<file path="config.mk">
export PLATFORM = sky130hd
export DESIGN_NAME = camSyncIrq
export DESIGN_NICKNAME = d
export VERILOG_FILES = /design/src/rtl/camSyncPkg.sv /design/src/rtl/camSyncEdge.sv /design/src/rtl/camSyncCtrl.sv /design/src/rtl/camSyncDatapath.sv /design/src/rtl/camSyncIrq.sv
export SDC_FILE = /design/constraint.sdc
export NUM_CORES = 1
export LEC_CHECK = 0
export CAP_MARGIN = 20
export CORE_MARGIN = 2
export CORE_UTILIZATION = 56
export CTS_CLUSTER_DIAMETER = 120
export DETAILED_ROUTE_END_ITERATION = 7
export DONT_BUFFER_PORTS = 1
export PLACE_DENSITY = 0.77
export SYNTH_ARGS = -nofsm -noshare
export SYNTH_HDL_FRONTEND = slang
export SYNTH_HIERARCHICAL = 1
export SYNTH_SLANG_ARGS = --single-unit
</file>
<file path="constraint.sdc">
create_clock -name clk -period 1.6 [get_ports clk]
set_clock_uncertainty 0.2 [all_clocks]
set_input_delay 0.24 -clock clk [delete_from_list [all_inputs] [get_ports clk]]
set_output_delay 0.24 -clock clk [all_outputs]
set_load 0.01 [all_outputs]
</file>
<file path="src/rtl/camSyncPkg.sv">
package camSyncPkg;
  localparam int NUM_EVT   = 5;
  localparam int EVT_FRAME = 0;
  localparam int EVT_OVR   = 1;
  localparam int EVT_ERR   = 2;
  localparam int EVT_VSYNC = 3;
  localparam int EVT_LINE  = 4;

  typedef enum logic [1:0] {
    REG_RAW  = 2'd0,
    REG_ENA  = 2'd1,
    REG_CLR  = 2'd2,
    REG_NONE = 2'd3
  } regSel_e;

  typedef struct packed {
    logic [NUM_EVT-1:0] setVec;
    logic               enaWr;
    logic               clrWr;
  } ctrlStrobe_t;
endpackage

</file>
<file path="src/rtl/camSyncEdge.sv">
module camSyncEdge (
  input  logic clk,
  input  logic rstN,
  input  logic pinIn,
  input  logic actHigh,
  output logic riseOut
);
  logic actLvl;
  logic prevLvl;

  // normalise to "1 = active" regardless of programmed polarity
  assign actLvl = pinIn ~^ actHigh;

  // reset to active so a line already active at reset is not an edge
  always_ff @(posedge clk) begin
    if (!rstN) prevLvl <= 1'b1;
    else       prevLvl <= actLvl;
  end

  assign riseOut = actLvl & ~prevLvl;
endmodule

</file>
<file path="src/rtl/camSyncCtrl.sv">
module camSyncCtrl
  import camSyncPkg::*;
#(
  parameter int LINE_W = 12,
  parameter int ADDR_W = 2
) (
  input  logic              clk,
  input  logic              rstN,
  input  logic              hsyncIn,
  input  logic              vsyncIn,
  input  logic              hsActHigh,
  input  logic              vsActHigh,
  input  logic              embeddedMode,
  input  logic              captureEn,
  input  logic              syncErrPulse,
  input  logic              overrunPulse,
  input  logic              lineEndPulse,
  input  logic              frameEndPulse,
  input  logic              cropEn,
  input  logic [LINE_W-1:0] cropLastLine,
  input  logic              busWrEn,
  input  logic [ADDR_W-1:0] busAddr,
  output ctrlStrobe_t       strobe
);
  localparam int NUM_SYNC = 2;
  localparam logic [LINE_W-1:0] LINE_MAX = '1;

  logic [NUM_SYNC-1:0] syncPin;
  logic [NUM_SYNC-1:0] syncPol;
  logic [NUM_SYNC-1:0] syncRise;
  logic                syncGate;
  logic [LINE_W-1:0]   lineCnt;
  logic                cropDone;
  logic                cropHit;
  logic                frameSet;

  assign syncPin = {vsyncIn, hsyncIn};
  assign syncPol = {vsActHigh, hsActHigh};

  for (genvar gi = 0; gi < NUM_SYNC; gi++) begin : gSync
    camSyncEdge uEdge (
      .clk    (clk),
      .rstN   (rstN),
      .pinIn  (syncPin[gi]),
      .actHigh(syncPol[gi]),
      .riseOut(syncRise[gi])
    );
  end

  // in embedded mode sync edges only count while capturing
  assign syncGate = ~embeddedMode | captureEn;

  // crop window end tracking
  assign cropHit  = cropEn & lineEndPulse & ~cropDone & (lineCnt == cropLastLine);
  assign frameSet = cropHit | (frameEndPulse & (~cropEn | ~cropDone));

  always_ff @(posedge clk) begin
    if (!rstN) begin
      lineCnt  <= '0;
      cropDone <= 1'b0;
    end else if (frameEndPulse) begin
      lineCnt  <= '0;
      cropDone <= 1'b0;
    end else begin
      if (lineEndPulse && lineCnt != LINE_MAX) lineCnt <= lineCnt + 1'b1;
      if (cropHit) cropDone <= 1'b1;
    end
  end

  always_comb begin
    strobe                  = '0;
    strobe.setVec[EVT_LINE]  = syncRise[0] & syncGate;
    strobe.setVec[EVT_VSYNC] = syncRise[1] & syncGate;
    strobe.setVec[EVT_ERR]   = syncErrPulse & embeddedMode;
    strobe.setVec[EVT_OVR]   = overrunPulse;
    strobe.setVec[EVT_FRAME] = frameSet;
    strobe.enaWr            = busWrEn && (busAddr == ADDR_W'(REG_ENA));
    strobe.clrWr            = busWrEn && (busAddr == ADDR_W'(REG_CLR));
  end
endmodule

</file>
<file path="src/rtl/camSyncDatapath.sv">
module camSyncDatapath
  import camSyncPkg::*;
#(
  parameter int DATA_W = 32,
  parameter int ADDR_W = 2
) (
  input  logic               clk,
  input  logic               rstN,
  input  ctrlStrobe_t        strobe,
  input  logic [ADDR_W-1:0]  busAddr,
  input  logic [DATA_W-1:0]  busWData,
  output logic [DATA_W-1:0]  busRData,
  output logic [NUM_EVT-1:0] rawStatus,
  output logic [NUM_EVT-1:0] maskedStatus,
  output logic               irqOut
);
  logic [NUM_EVT-1:0] enaReg;
  logic [NUM_EVT-1:0] clrBits;
  logic               unusedHiBits;

  assign clrBits      = strobe.clrWr ? busWData[NUM_EVT-1:0] : '0;
  assign unusedHiBits = ^busWData[DATA_W-1:NUM_EVT];

  always_ff @(posedge clk) begin
    if (!rstN) begin
      rawStatus <= '0;
      enaReg    <= '0;
      irqOut    <= 1'b0;
    end else begin
      // set takes priority over a simultaneous clear
      rawStatus <= (rawStatus & ~clrBits) | strobe.setVec;
      if (strobe.enaWr) enaReg <= busWData[NUM_EVT-1:0];
      irqOut    <= |maskedStatus;
    end
  end

  assign maskedStatus = rawStatus & enaReg;

  always_comb begin
    busRData = '0;
    case (busAddr)
      ADDR_W'(REG_RAW): busRData[NUM_EVT-1:0] = rawStatus;
      ADDR_W'(REG_ENA): busRData[NUM_EVT-1:0] = enaReg;
      default:          busRData = '0;
    endcase
  end
endmodule

</file>
<file path="src/rtl/camSyncIrq.sv">
module camSyncIrq
  import camSyncPkg::*;
#(
  parameter int DATA_W = 32,
  parameter int ADDR_W = 2,
  parameter int LINE_W = 12
) (
  input  logic               clk,
  input  logic               rstN,
  input  logic               hsyncIn,
  input  logic               vsyncIn,
  input  logic               hsActHigh,
  input  logic               vsActHigh,
  input  logic               embeddedMode,
  input  logic               captureEn,
  input  logic               syncErrPulse,
  input  logic               overrunPulse,
  input  logic               lineEndPulse,
  input  logic               frameEndPulse,
  input  logic               cropEn,
  input  logic [LINE_W-1:0]  cropLastLine,
  input  logic               busWrEn,
  input  logic [ADDR_W-1:0]  busAddr,
  input  logic [DATA_W-1:0]  busWData,
  output logic [DATA_W-1:0]  busRData,
  output logic [NUM_EVT-1:0] maskedStatus,
  output logic               irqOut
);
  ctrlStrobe_t        strobe;
  logic [NUM_EVT-1:0] rawStatus;

  camSyncCtrl #(.LINE_W(LINE_W), .ADDR_W(ADDR_W)) uCtrl (
    .clk          (clk),
    .rstN         (rstN),
    .hsyncIn      (hsyncIn),
    .vsyncIn      (vsyncIn),
    .hsActHigh    (hsActHigh),
    .vsActHigh    (vsActHigh),
    .embeddedMode (embeddedMode),
    .captureEn    (captureEn),
    .syncErrPulse (syncErrPulse),
    .overrunPulse (overrunPulse),
    .lineEndPulse (lineEndPulse),
    .frameEndPulse(frameEndPulse),
    .cropEn       (cropEn),
    .cropLastLine (cropLastLine),
    .busWrEn      (busWrEn),
    .busAddr      (busAddr),
    .strobe       (strobe)
  );

  camSyncDatapath #(.DATA_W(DATA_W), .ADDR_W(ADDR_W)) uData (
    .clk         (clk),
    .rstN        (rstN),
    .strobe      (strobe),
    .busAddr     (busAddr),
    .busWData    (busWData),
    .busRData    (busRData),
    .rawStatus   (rawStatus),
    .maskedStatus(maskedStatus),
    .irqOut      (irqOut)
  );
endmodule

</file>
==> impl_metrics.env <==
export IMPL_drt_wirelength_per_cell_um=14.7
export IMPL_crit_arrival_ns=1.67
export IMPL_place_area_um2=1650
export IMPL_synth_warnings=6
export IMPL_worst_r2r_setup_slack_ns=0.007
export IMPL_synth_seq_area_share=0.310
export IMPL_final_net_count=276
export IMPL_cap_violations=0
export IMPL_worstHoldStart="cropEn"
export IMPL_grt_pass1_wl_um=5530
export IMPL_design_area_um2=1910
export IMPL_numPortBuffers=0
export IMPL_yosys_area_top_type_share=0.310
export IMPL_synthesis_instances=193
export IMPL_postRouteAntennaNets=0
export IMPL_antenna_found_initial=0
export IMPL_drt_iter0_drc=25
export IMPL_drv_slew=0
export IMPL_clkTransAtPathRegs_ns=0.13
export IMPL_hold_end="uData/rawStatus[0]"
export IMPL_drive_gt1_frac=0.178
export IMPL_finalNonFillerCells=245
export IMPL_io_pins=98
export IMPL_rows=19
export IMPL_yosys_top_cells_area="dfxtp_1 31%, buf_4 13%, mux2i_1 6.6%"
export IMPL_ys_ff_latch=26
export IMPL_rr_worst_depth=6
export IMPL_numClockSinks=26
export IMPL_rsz0062_at_grt="yes"
export IMPL_p_leak_nw=0.774
export IMPL_drc=6
export IMPL_p_per_area_nw_per_um2=619
export IMPL_cts_htree_levels=1
export IMPL_dieArea_um2=3450
export IMPL_drt_pass1_iter_count=7
export IMPL_status="finished with violations"
export IMPL_grt_max_degree=15
export IMPL_irDropWorstVdd_uv=638
export IMPL_synth_top_area_cell="dfxtp_1"
export IMPL_core_area_um2=2810
export IMPL_routed_wl_um=3610
export IMPL_ys_types=40
export IMPL_violations="design-rule violations"
export IMPL_dieWidth_um=58.7
export IMPL_postLayoutCoreUtil=0.682
export IMPL_worstSetupPathType="flip-flop to flip-flop"
export IMPL_cts_path_max_buffers=2
export IMPL_path_max_fanout=6
export IMPL_dp_cells=224
export IMPL_hold_path_depth=3
export IMPL_fmax_mhz=628
export IMPL_fin_crit_sh=0.996
export IMPL_start_util=0.598
export IMPL_syn_area_per_cell_um2=8.69
export IMPL_grtUsageTotal=0.210
export IMPL_setup_viol_count_final=0
export IMPL_async_flop_share=0
export IMPL_grt_pass1_vias=1304
export IMPL_root_buffer="clkbuf_4"
export IMPL_place_hpwl_um=2660
export IMPL_cts_buffers=3
export IMPL_yosysMostFrequentCell="buf_4"
export IMPL_area_growth_pct=14.1
export IMPL_worstSetupStartpointType="flip-flop"
export IMPL_reg2reg_to="uCtrl/lineCnt[9]"
export IMPL_worstReg2RegStart="uCtrl/lineCnt[0]"
export IMPL_ys_top_cells_by_count="29 x buf_4, 26 x dfxtp_1, 12 x nand2_1, 12 x nor2_1, 12 x xnor2_1"
export IMPL_insertion_delay_ns=0.32
export IMPL_min_period_ns=1.59
export IMPL_syn_cell_area_um2=1680
export IMPL_viasPerCell=5.63
export IMPL_antenna_cells=0
export IMPL_grt_ovfl_total=0
export IMPL_hold_viol_final=0
export IMPL_place_congestion=0.834
export IMPL_critPathRequiredTime_ns=1.67
export IMPL_hp_class="input port to flip-flop"
export IMPL_tritoncts="yes"
export IMPL_synthFlopType="dfxtp_1"
export IMPL_fp_dieH_um=58.7
export IMPL_synth_edf_count=0
export IMPL_crit_path_end_kind="flip-flop"
export IMPL_vias=1380
placed cells by master, fill, tap and decap left out, types with 5 or more instances in the layout:
cell,n
a21boi_0,5
and2_1,6
buf_4,13
conb_1,27
dfxtp_1,18
dfxtp_2,6
dlygate4sd3_1,16
mux2i_1,11
nand2_1,11
nand3_1,7
nor2_1,12
nor2b_1,7
o21a_1,6
xnor2_1,12
how the worst max path moves through the flow:
stage,from,slack (ns),to,cells after the start
6_report,uCtrl/lineCnt[0],0.007,uCtrl/lineCnt[9],6
5_1_grt,uCtrl/lineCnt[7],-0.03,uData/rawStatus[0],5
4_1_cts,uCtrl/lineCnt[0],0.006,uCtrl/lineCnt[9],6
3_5_place_dp,uCtrl/lineCnt[0],-0.06,uCtrl/lineCnt[11],5
3_3_place_gp,uCtrl/lineCnt[7],-0.009,uCtrl/lineCnt[0],4
2_1_floorplan,uCtrl/lineCnt[0],0.04,uCtrl/lineCnt[8],6
sequential cells by signal, indices dropped and copies added (netlist names):
name / cells
uData/enaReg: 5
uData/rawStatus: 5
uData/irqOut: 1
uCtrl/gSync.uEdge/prevLvl: 2
uCtrl/cropDone: 1
uCtrl/lineCnt: 12
through the flow:
stage          setup TNS [ns]  setup slack (ns)  hold slack (ns)  power, mW
6_report                    0           0.00718           0.0100       1.18
5_1_grt               -0.0791           -0.0305           0.0349       1.24
4_1_cts                     0           0.00556          0.00644       1.19
3_5_place_dp           -0.179           -0.0575            0.108      0.823
3_3_place_gp         -0.00884          -0.00884            0.106      0.817
2_1_floorplan               0            0.0381            0.102      0.860
critical path, cell delays in order, from the launching register on:
cell and delay [ns]:
dfxtp_4 0.39, ha_4 0.18, buf_4 0.14, nand3_2 0.09, o2111ai_2 0.14, or3_1 0.34
nand2_1 0.08
cell families (layout without fill, tap and decap cells):
kind of cell	after synthesis	in the layout	share of synthesized area
simple gates	67	67	0.223
xor+xnor	17	17	0.0888
other cells	1	27	0.00224
fa+ha+maj	1	1	0.00746
flops	26	26	0.310
compound gates	30	30	0.143
buf+inv	40	35	0.159
mux	11	11	0.0657
routing by layer:
layer,vias up,part of all wire,global-route usage
li1,648,-,-
met1,661,0.39,0.230
met2,63,0.52,0.392
met3,8,0.074,0.0593
met4,0,0.019,0.0584
met5,-,0,0
cell type report:
class / instances / area [um2]
Clock buffer: 4 / 36.3
Fill cell: 224 / 892
Inverter: 1 / 3.75
Multi-Input combinational cell: 153 / 1030
Sequential cell: 26 / 536
Tap cell: 31 / 38.8
Timing Repair Buffer: 30 / 269
where the power goes:
part           switching (mW)  internal [mW]  leakage [nW]
clock                   0.190          0.139        0.0210
sequential             0.0145          0.664         0.216
combinational          0.0906         0.0864         0.536
total                   0.295          0.890         0.774
what timing repair did:
action                                 4_1_cts  5_1_grt
hold buffers                                16        2
endpoints found under the hold margin       16        2
pin swaps                                    0        3
gates resized for setup                      6       13
setup buffers                                0        1
setup endpoints to repair                    7       11
gates cloned                                 0        0
(Power assumes the default switching activity.)
